### src/rtl/vic_rot_pkg.sv
package vic_rot_pkg;

  typedef enum logic [1:0] {
    TRIG_LEVEL = 2'b00,
    TRIG_RISE  = 2'b01,
    TRIG_FALL  = 2'b10,
    TRIG_ANY   = 2'b11
  } trig_e;

  typedef struct packed {
    trig_e      trig;
    logic       en;
    logic [2:0] dest;
  } src_cfg_t;

  localparam logic [2:0] DEST_IRQ = 3'd0;
  localparam logic [2:0] DEST_FIQ = 3'd1;
  localparam int         NDEST    = 2;
  localparam int         ROT_BIT  = 6;

  // 32-bit word indices (byte address bits 7:2)
  localparam logic [5:0] WIDX_PRIO_IRQ  = 6'h08;
  localparam logic [5:0] WIDX_PRIO_FIQ  = 6'h09;
  localparam logic [5:0] WIDX_CFG_BASE  = 6'h10;
  localparam logic [5:0] WIDX_STAT_BASE = 6'h20;

  function automatic logic [7:0] cfg_to_byte(src_cfg_t c);
    return {1'b0, c.trig, 1'b0, c.en, c.dest};
  endfunction

  function automatic src_cfg_t byte_to_cfg(logic [7:0] b);
    src_cfg_t c;
    c.trig = trig_e'(b[6:5]);
    c.en   = b[3];
    c.dest = b[2:0];
    return c;
  endfunction

endpackage

### src/rtl/vic_rot_cfg.sv
module vic_rot_cfg
  import vic_rot_pkg::*;
#(
  parameter int NSRC = 64
) (
  input  logic                      clk,
  input  logic                      rst_n,
  input  logic                      wr_en,
  input  logic [5:0]                widx,
  input  logic [3:0]                wstrb,
  input  logic [31:0]               wdata,
  output src_cfg_t [NSRC-1:0]       cfg,
  output logic [NDEST-1:0]          rot_mode,
  output logic [NSRC-1:0]           clr_mask
);

  src_cfg_t [NSRC-1:0] cfg_q, cfg_d;
  logic     [NSRC-1:0] cfg_we;
  logic [NDEST-1:0]    rot_q, rot_d, rot_we;

  // per-source write enables and status clear mask
  generate
    for (genvar i = 0; i < NSRC; i++) begin : g_src
      localparam logic [5:0] CFG_W  = WIDX_CFG_BASE  + 6'(i / 4);
      localparam logic [5:0] STAT_W = WIDX_STAT_BASE + 6'(i / 32);
      localparam int         LANE   = i % 4;
      localparam int         SBIT   = i % 32;
      assign cfg_we[i]   = wr_en && (widx == CFG_W) && wstrb[LANE];
      assign cfg_d[i]    = byte_to_cfg(wdata[8*LANE +: 8]);
      assign clr_mask[i] = wr_en && (widx == STAT_W) && wstrb[SBIT/8] && wdata[SBIT];
    end
  endgenerate

  always_comb begin
    rot_we[0] = wr_en && (widx == WIDX_PRIO_IRQ) && wstrb[0];
    rot_we[1] = wr_en && (widx == WIDX_PRIO_FIQ) && wstrb[0];
    rot_d     = {wdata[ROT_BIT], wdata[ROT_BIT]};
  end

  always_ff @(posedge clk or negedge rst_n) begin
    if (!rst_n) begin
      cfg_q <= '0;
      rot_q <= '0;
    end else begin
      for (int i = 0; i < NSRC; i++) begin
        if (cfg_we[i]) cfg_q[i] <= cfg_d[i];
      end
      for (int d = 0; d < NDEST; d++) begin
        if (rot_we[d]) rot_q[d] <= rot_d[d];
      end
    end
  end

  assign cfg      = cfg_q;
  assign rot_mode = rot_q;

endmodule

### src/rtl/vic_rot_pend.sv
module vic_rot_pend
  import vic_rot_pkg::*;
#(
  parameter int NSRC = 64
) (
  input  logic                clk,
  input  logic                rst_n,
  input  logic [NSRC-1:0]     src_in,
  input  src_cfg_t [NSRC-1:0] cfg,
  input  logic [NSRC-1:0]     clr_mask,
  output logic [NSRC-1:0]     pend
);

  logic [NSRC-1:0] src_q, pend_q, pend_d, rise, fall;

  assign rise = src_in & ~src_q;
  assign fall = ~src_in & src_q;

  always_comb begin
    for (int i = 0; i < NSRC; i++) begin
      unique case (cfg[i].trig)
        TRIG_LEVEL: pend_d[i] = src_in[i];
        TRIG_RISE:  pend_d[i] = (pend_q[i] & ~clr_mask[i]) | rise[i];
        TRIG_FALL:  pend_d[i] = (pend_q[i] & ~clr_mask[i]) | fall[i];
        TRIG_ANY:   pend_d[i] = (pend_q[i] & ~clr_mask[i]) | rise[i] | fall[i];
        default:    pend_d[i] = pend_q[i];
      endcase
    end
  end

  always_ff @(posedge clk or negedge rst_n) begin
    if (!rst_n) begin
      src_q  <= '0;
      pend_q <= '0;
    end else begin
      src_q  <= src_in;
      pend_q <= pend_d;
    end
  end

  assign pend = pend_q;

endmodule

### src/rtl/vic_rot_arb.sv
module vic_rot_arb #(
  parameter int NSRC = 64,
  parameter int IDW  = $clog2(NSRC)
) (
  input  logic            clk,
  input  logic            rst_n,
  input  logic [NSRC-1:0] cand,
  input  logic            rotate,
  input  logic [NSRC-1:0] clr_mask,
  output logic [IDW-1:0]  winner,
  output logic            active
);

  localparam logic [IDW-1:0] TOP_ID = IDW'(NSRC - 1);
  localparam logic [IDW:0]   NSRC_W = (IDW + 1)'(NSRC);

  logic [IDW-1:0]    last_q, last_d, shift, pick;
  logic [2*NSRC-1:0] dbl;
  logic [NSRC-1:0]   rot;
  logic [IDW:0]      sum;

  always_comb begin
    shift = '0;
    if (rotate) shift = (last_q == TOP_ID) ? '0 : last_q + IDW'(1);
    dbl  = {cand, cand} >> shift;
    rot  = dbl[NSRC-1:0];
    pick = '0;
    for (int k = NSRC - 1; k >= 0; k--) begin
      if (rot[k]) pick = IDW'(k);
    end
    sum    = {1'b0, pick} + {1'b0, shift};
    active = |cand;
    if (!active)           winner = TOP_ID;
    else if (sum >= NSRC_W) winner = IDW'(sum - NSRC_W);
    else                   winner = sum[IDW-1:0];
    last_d = last_q;
    if (active && clr_mask[winner]) last_d = winner;
  end

  always_ff @(posedge clk or negedge rst_n) begin
    if (!rst_n) last_q <= TOP_ID;
    else        last_q <= last_d;
  end

endmodule

### src/rtl/vic_rot.sv
module vic_rot
  import vic_rot_pkg::*;
#(
  parameter int NSRC = 64
) (
  input  logic            clk,
  input  logic            rst_n,
  input  logic [7:0]      bus_addr,
  input  logic            bus_wr,
  input  logic [3:0]      bus_wstrb,
  input  logic [31:0]     bus_wdata,
  output logic [31:0]     bus_rdata,
  input  logic [NSRC-1:0] src_in,
  output logic            irq_o,
  output logic            fiq_o
);

  localparam int IDW    = $clog2(NSRC);
  localparam int NCFG_W = NSRC / 4;
  localparam int NSTA_W = NSRC / 32;

  logic [1:0] rst_pipe;
  logic       rst_ns;

  always_ff @(posedge clk or negedge rst_n) begin
    if (!rst_n) rst_pipe <= '0;
    else        rst_pipe <= {rst_pipe[0], 1'b1};
  end
  assign rst_ns = rst_pipe[1];

  logic [5:0]                  widx;
  src_cfg_t [NSRC-1:0]         cfg;
  logic [NDEST-1:0]            rot_mode;
  logic [NSRC-1:0]             clr_mask;
  logic [NSRC-1:0]             pend;
  logic [NDEST-1:0][NSRC-1:0]  cand;
  logic [NDEST-1:0][IDW-1:0]   win;
  logic [NDEST-1:0]            act;

  assign widx = bus_addr[7:2];

  vic_rot_cfg #(.NSRC(NSRC)) u_cfg (
    .clk      (clk),
    .rst_n    (rst_ns),
    .wr_en    (bus_wr),
    .widx     (widx),
    .wstrb    (bus_wstrb),
    .wdata    (bus_wdata),
    .cfg      (cfg),
    .rot_mode (rot_mode),
    .clr_mask (clr_mask)
  );

  vic_rot_pend #(.NSRC(NSRC)) u_pend (
    .clk      (clk),
    .rst_n    (rst_ns),
    .src_in   (src_in),
    .cfg      (cfg),
    .clr_mask (clr_mask),
    .pend     (pend)
  );

  generate
    for (genvar d = 0; d < NDEST; d++) begin : g_dest
      for (genvar i = 0; i < NSRC; i++) begin : g_cand
        assign cand[d][i] = pend[i] && cfg[i].en && (cfg[i].dest == 3'(d));
      end
      vic_rot_arb #(.NSRC(NSRC), .IDW(IDW)) u_arb (
        .clk      (clk),
        .rst_n    (rst_ns),
        .cand     (cand[d]),
        .rotate   (rot_mode[d]),
        .clr_mask (clr_mask),
        .winner   (win[d]),
        .active   (act[d])
      );
    end
  endgenerate

  assign irq_o = act[0];
  assign fiq_o = act[1];

  always_comb begin
    bus_rdata = '0;
    if (widx == WIDX_PRIO_IRQ) begin
      bus_rdata[IDW-1:0]  = win[0];
      bus_rdata[ROT_BIT]  = rot_mode[0];
    end
    if (widx == WIDX_PRIO_FIQ) begin
      bus_rdata[IDW-1:0]  = win[1];
      bus_rdata[ROT_BIT]  = rot_mode[1];
    end
    for (int w = 0; w < NCFG_W; w++) begin
      if (widx == WIDX_CFG_BASE + 6'(w)) begin
        for (int l = 0; l < 4; l++) bus_rdata[8*l +: 8] = cfg_to_byte(cfg[4*w + l]);
      end
    end
    for (int w = 0; w < NSTA_W; w++) begin
      if (widx == WIDX_STAT_BASE + 6'(w)) bus_rdata = pend[32*w +: 32];
    end
  end

endmodule

### config.mk
export PLATFORM = sky130hd
export DESIGN_NAME = vic_rot
export DESIGN_NICKNAME = d
export VERILOG_FILES = /design/src/rtl/vic_rot_pkg.sv /design/src/rtl/vic_rot_cfg.sv /design/src/rtl/vic_rot_pend.sv /design/src/rtl/vic_rot_arb.sv /design/src/rtl/vic_rot.sv
export SDC_FILE = /design/constraint.sdc
export NUM_CORES = 2
export LEC_CHECK = 0
export BUFFER_PORTS_ARGS = -buffer_cell sky130_fd_sc_hd__buf_4
export CAP_MARGIN = 20
export CORE_MARGIN = 8
export CORE_UTILIZATION = 37
export DETAILED_ROUTE_END_ITERATION = 10
export PLACE_DENSITY_LB_ADDON = 0.3
export SLEW_MARGIN = 20
export SYNTH_ARGS = -nofsm -noshare
export SYNTH_HDL_FRONTEND = slang
export SYNTH_HIERARCHICAL = 1
export SYNTH_SLANG_ARGS = --single-unit
export TNS_END_PERCENT = 10
### constraint.sdc
create_clock -name clk -period 16.9 [get_ports clk]
set_input_delay 1.69 -clock clk [delete_from_list [all_inputs] [get_ports clk]]
set_output_delay 1.69 -clock clk [all_outputs]
set_load 0.02 [all_outputs]
Word level (Yosys, flattened, before mapping). Cells that the tools add are included.

$add $sub $neg: 6. Multiply operators: 0. Div/mod/pow operators: 0. Magnitude comparators: 4. Equality and inequality tests: 278. Shift-type cells: 2. Multiplexer cells: 224. Bitwise gates (word level): 324. Reductions and logical operators: 482.

Operators by type and width (count): two-way mux 6 bit (136); two-way mux 32 bit (17); logical AND 1 bit (352); == test 2 bit (second input constant) (128); case mux 1 bit (4 select lines) (64); right shift 128 x 6 -> 64 bit (2); == test 3 x 1 -> 1 bit (second input constant) (64); logical NOT 3 bit (64); bitwise OR 1 bit (192); bitwise AND 64 bit (2); == test 2 x 1 -> 1 bit (second input constant) (64); logical NOT 2 bit (64); NOT 64 bit (2); OR reduction 64 bit (2); == test 6 x 5 -> 1 bit (second input constant) (16); bitwise AND 1 bit (64); NOT 1 bit (64); two-way mux 31 bit (1); == test 6 bit (second input constant) (4); adder 6 x 6 -> 7 bit (2); >= comparator 7 bit (second input constant) (2); < comparator 6 x 7 -> 1 bit (second input constant) (2); two-way mux 7 bit (2); adder 6 x 1 -> 6 bit (second input constant) (2); other kinds (4) (8).

Register bits after elaboration: 528. Latch bits: 0. Memory bits (writable): 0. Memory bits (read-only): 0. Input bits: 111. Output and inout port bits: 34. Word-level logic and storage cells: 1519. Memories: 0.

Depth between registers and ports, before layout.
Word-level depth: 92. Gate-level depth with buffers: 37. Depth with buffers taken out: 34.

By module. The synthesis kept the hierarchy.

Modules (own cells, without submodules): vic_rot_arb (times used 2, cells each 1739, area each 12041.5 um^2, seq. area each 157.7 um^2); vic_rot_cfg (times used 1, cells each 990, area each 15497.4 um^2, seq. area each 9659.3 um^2); vic_rot_pend (times used 1, cells each 640, area each 5890.6 um^2, seq. area each 3203.1 um^2); vic_rot (times used 1, cells each 870, area each 5620.4 um^2, seq. area each 50.0 um^2).

Worst setup path after synthesis. OpenSTA, ideal clock, no wires.

Path kind: reg-to-output. Start: register g_dest[1].u_arb.last_q[1]. End: output bus_rdata[5]. Arrival: 6.427 ns. Required time: 15.210 ns. Setup slack: 8.783 ns. Stages on the path, launching flop included: 34. Buffers on the path: 3. Path through: dfstp_2 > ha_1 > buf_2 > xor2_4 > buf_4 > buf_6 > mux2i_1 > nand2_1 > nand3_1 > a21oi_1 > or4_1 > nand3b_1 > a211oi_1 > o21a_1 > nor2_1 > o31ai_1 > a31oi_1 > o31ai_1 > a211oi_1 > o31ai_1 > nand2_1 > a31oi_1 > o211a_1 > ha_1 > a211oi_1 > nor2_1 > o41a_1 > a21oi_1 > nand3_2 > nand2_1 > a22oi_1 > o311ai_0 > a21oi_1 > o41ai_1.

RTL lines: start: declaration (RTL line vic_rot_arb.sv:17) `logic [IDW-1:0] last_q, last_d, shift, pick;`; start signal: assignment (RTL line vic_rot_arb.sv:42) `else last_q <= last_d;`; end: declaration (RTL line vic_rot.sv:12) `output logic [31:0] bus_rdata,`.

==> run metrics <==
CTS tree done; Comb pwr share 58.0%; vias in the first global route a little under 50000; Peak Freq slightly below 80 MHz; syn_nets about 6100; vias per inst roughly 6.9; total number of vias between 50000 and 60000; ys flop type dfrtp_1; Peak VDD IR approximately 0.21 mV; Sink Count about 530; CTS root buf clkbuf_16; commonest cells after routing, fill and taps aside dfrtp_1, mux2_2, mux2i_1; unique cell type count in the Yosys netlist between 100 and 150; syn_area_per_cell between 8 and 9 um^2; main combinational cell family by area after synthesis simple AND/OR/NAND/NOR gates; Clock Power Share a little under a fifth; DRT antenna net count 0; die area 150200 um^2; Synth area leaders dfrtp_1, mux2_2, mux2i_1; Post-CTS Setup Inserts 0; biggest area consumer among synthesized cells dfrtp_1; initial antenna violation count 9; final WL 261600 um; setup_tns 0 ps; synth warn 6; Fin. Hold Viols 0; # hold bufs at CTS 0; Final Max Slew Viols 0; I/O Pins about 150; net switching power around 3.3 mW; ys async rst share 100.0%; Row Count 136; Port-buffer cells 142; largest net degree at the start of global routing between 150 and 200; share of cells above drive strength 1 21.77%; first-pass GRT wire length 369400 um; Tightest Pin Transition 1302 ps; complex-gate fraction of the synthesized area between 20% and 30%; Yosys reg bits between 500 and 600; Num CTS Buffers 53; Final #Nets between 5000 and 6000; Syn-to-layout area delta 9.673%; Syn Inst Count approximately 6000; Setup Skew roughly 32 ps; Synth Area in Adders 0.3233%; Slew HR 12.00%; Internal Power 3.422 mW; top-area cell type share of the netlist area between 20% and 30%; post-cts resize count 0; Worst Path Required approximately 15000 ps; gr ovfl total 0; Pre-antenna DRT Iters 10; first-iteration detailed-routing DRC count between 7000 and 8000; H-tree levels 2; Max FO, Critical Path 57; Initial Util approximately 37%; post-synthesis simple-gate area fraction between 20% and 30%; unrepaired setup endpoints after global routing no; Filler Cell Count approximately 14000; number of synthesized flops with an enable pin 0; worst skew pair latency between 600 and 700 ps; Worst Hold Class register to async pin; mux share of post-synthesis cell area between 20% and 30%; endpoints failing setup 0; Mapped Area ~50000 um^2; Pleak 22.54 nW; Global Route Usage Sum between 30% and 40%; Slowest cell on crit path o41ai_1; chip height 387.6 um; sequential share of the synthesized area ~26%; design area 56030 um^2; DRC viols 0; PwrDens 120.8 nW/um^2; Clock transition at path regs 60 ps; area of the multi-input gates 35640 um^2; max_cap viols 0; die width approximately 390 um; status finished, final reports clean; dpl cell area 54140 um^2; Max stage delay on crit path 1000 ps; hpwl dp 194600 um; commonest non-fill, non-tap cell in the layout dfrtp_1; Core ar. around 140000 um^2; sw frac approximately half; global placement routability congestion slightly above 1; XOR/XNOR share of the synthesized area 0.6269%; Reg area 13240 um^2; Final Critical Period between 10000 and 15000 ps; Crit Path Category register to output port; Final Cycle Share between 70% and 80%; CP endpoint kind output port; Setup crit start kind register; Reg power frac 23.3%; CTS max path bufs 3; DR WL/cell ~34 um; Worst Path Arrival 10920 ps
## synth_stat cells, types with 101 or more instances
library cell  number
nor3_1           125
o21ai_0          211
mux2_2           504
nor2b_1          237
nor2_1           433
mux2i_1          431
clkbuf_1         240
and3_1           101
nand3_1          255
a21oi_1          233
dfrtp_1          516
nor4_1           140
a211oi_1         119
o21ai_1          157
nand2_1          431
buf_2            176
## kinds of logic after synthesis
group,count (synthesis)
mux,994
simple gates,2257
buf+inv,597
other cells,1
compound gates,1567
fa+ha+maj,12
xor+xnor,22
flops,528
## worst max-delay path: cells and delay by family, from the launching register on
family / cells / cell delay (ps)
buffers and inverters: 5 / 2070
and+or+nand+nor: 10 / 2010
adders and majority gates: 2 / 920
muxes: 1 / 330
AOI/OAI and AO/OA: 15 / 4360
DFF: 1 / 510
## stage by stage
stage / utilization (%) / hold WS, ps / power, mW / setup slack, ps / instances
floorplan: - / 331.2 / 4.248 / 1115 / 5978
global placement: 39.43 / 340.3 / 5.343 / 5483 / 7608
detailed placement: 39.43 / 342.8 / 5.369 / 5517 / 7608
CTS: 40.77 / 355.3 / 6.641 / 4782 / 7706
global route: 40.80 / 364.0 / 7.014 / 4038 / 7710
finish: 40.80 / 351.2 / 6.772 / 4294 / 7713
## per-layer routing
layer	GRT usage (%)	vias up	wire length, um
met5	0	-	13
met4	21.07	2	21540
met3	8.540	874	29550
met2	48.56	3562	109000
met1	42.13	26230	101500
li1	-	22610	-
## flip-flops by register name, indices dropped and copies added, names as in the netlist
| signal | count |
|---|---|
| u_pend/src_q | 64 |
| u_cfg/cfg | 384 |
| g_dest.u_arb/last_q | 12 |
| u_pend/pend | 64 |
| u_cfg/rot_mode | 2 |
| rst_pipe | 2 |
## path summary, 6_finish.rpt
kind                                                       start                                    end  slack, ps  depth (start not counted)
setup / recovery           g_dest[1].u_arb/last_q[0]$_DFFE_PN1P_                           bus_rdata[5]       4290                         33
hold / removal                             rst_pipe[1]$_DFF_PN0_             u_cfg/cfg[185]$_DFFE_PN0P_        350                          0
setup reg to reg           g_dest[1].u_arb/last_q[0]$_DFFE_PN1P_  g_dest[1].u_arb/last_q[0]$_DFFE_PN1P_       5760                         35
hold reg to reg                            rst_pipe[1]$_DFF_PN0_             u_cfg/cfg[185]$_DFFE_PN0P_        350                          0
max in group asynchronous                  rst_pipe[1]$_DFF_PN0_          u_cfg/rot_mode[0]$_DFFE_PN0P_      13260                          3
min in group clk                           rst_pipe[0]$_DFF_PN0_                  rst_pipe[1]$_DFF_PN0_        350                          0
## cell type report
cell class                      instances  share of cell area [%]
Inverter                               72                  0.5002
Multi-Input combinational cell       4853                   63.61
Sequential cell                       528                   23.63
Tap cell                             1794                   4.006
Timing Repair Buffer                  362                   4.946
Antenna cell                            6                 0.02680
Clock inverter                         24                  0.5471
Clock buffer                           74                   2.740
## power groups by stage
stage	clock network (mW)	registers (mW)	logic [mW]
6_report	1.27	1.58	3.92
5_1_grt	1.33	1.59	4.10
2_1_floorplan	0	1.52	2.73
3_5_place_dp	0	1.60	3.77
4_1_cts	1.28	1.57	3.79
3_3_place_gp	0	1.59	3.75
Power figures use the tool's default switching activity.
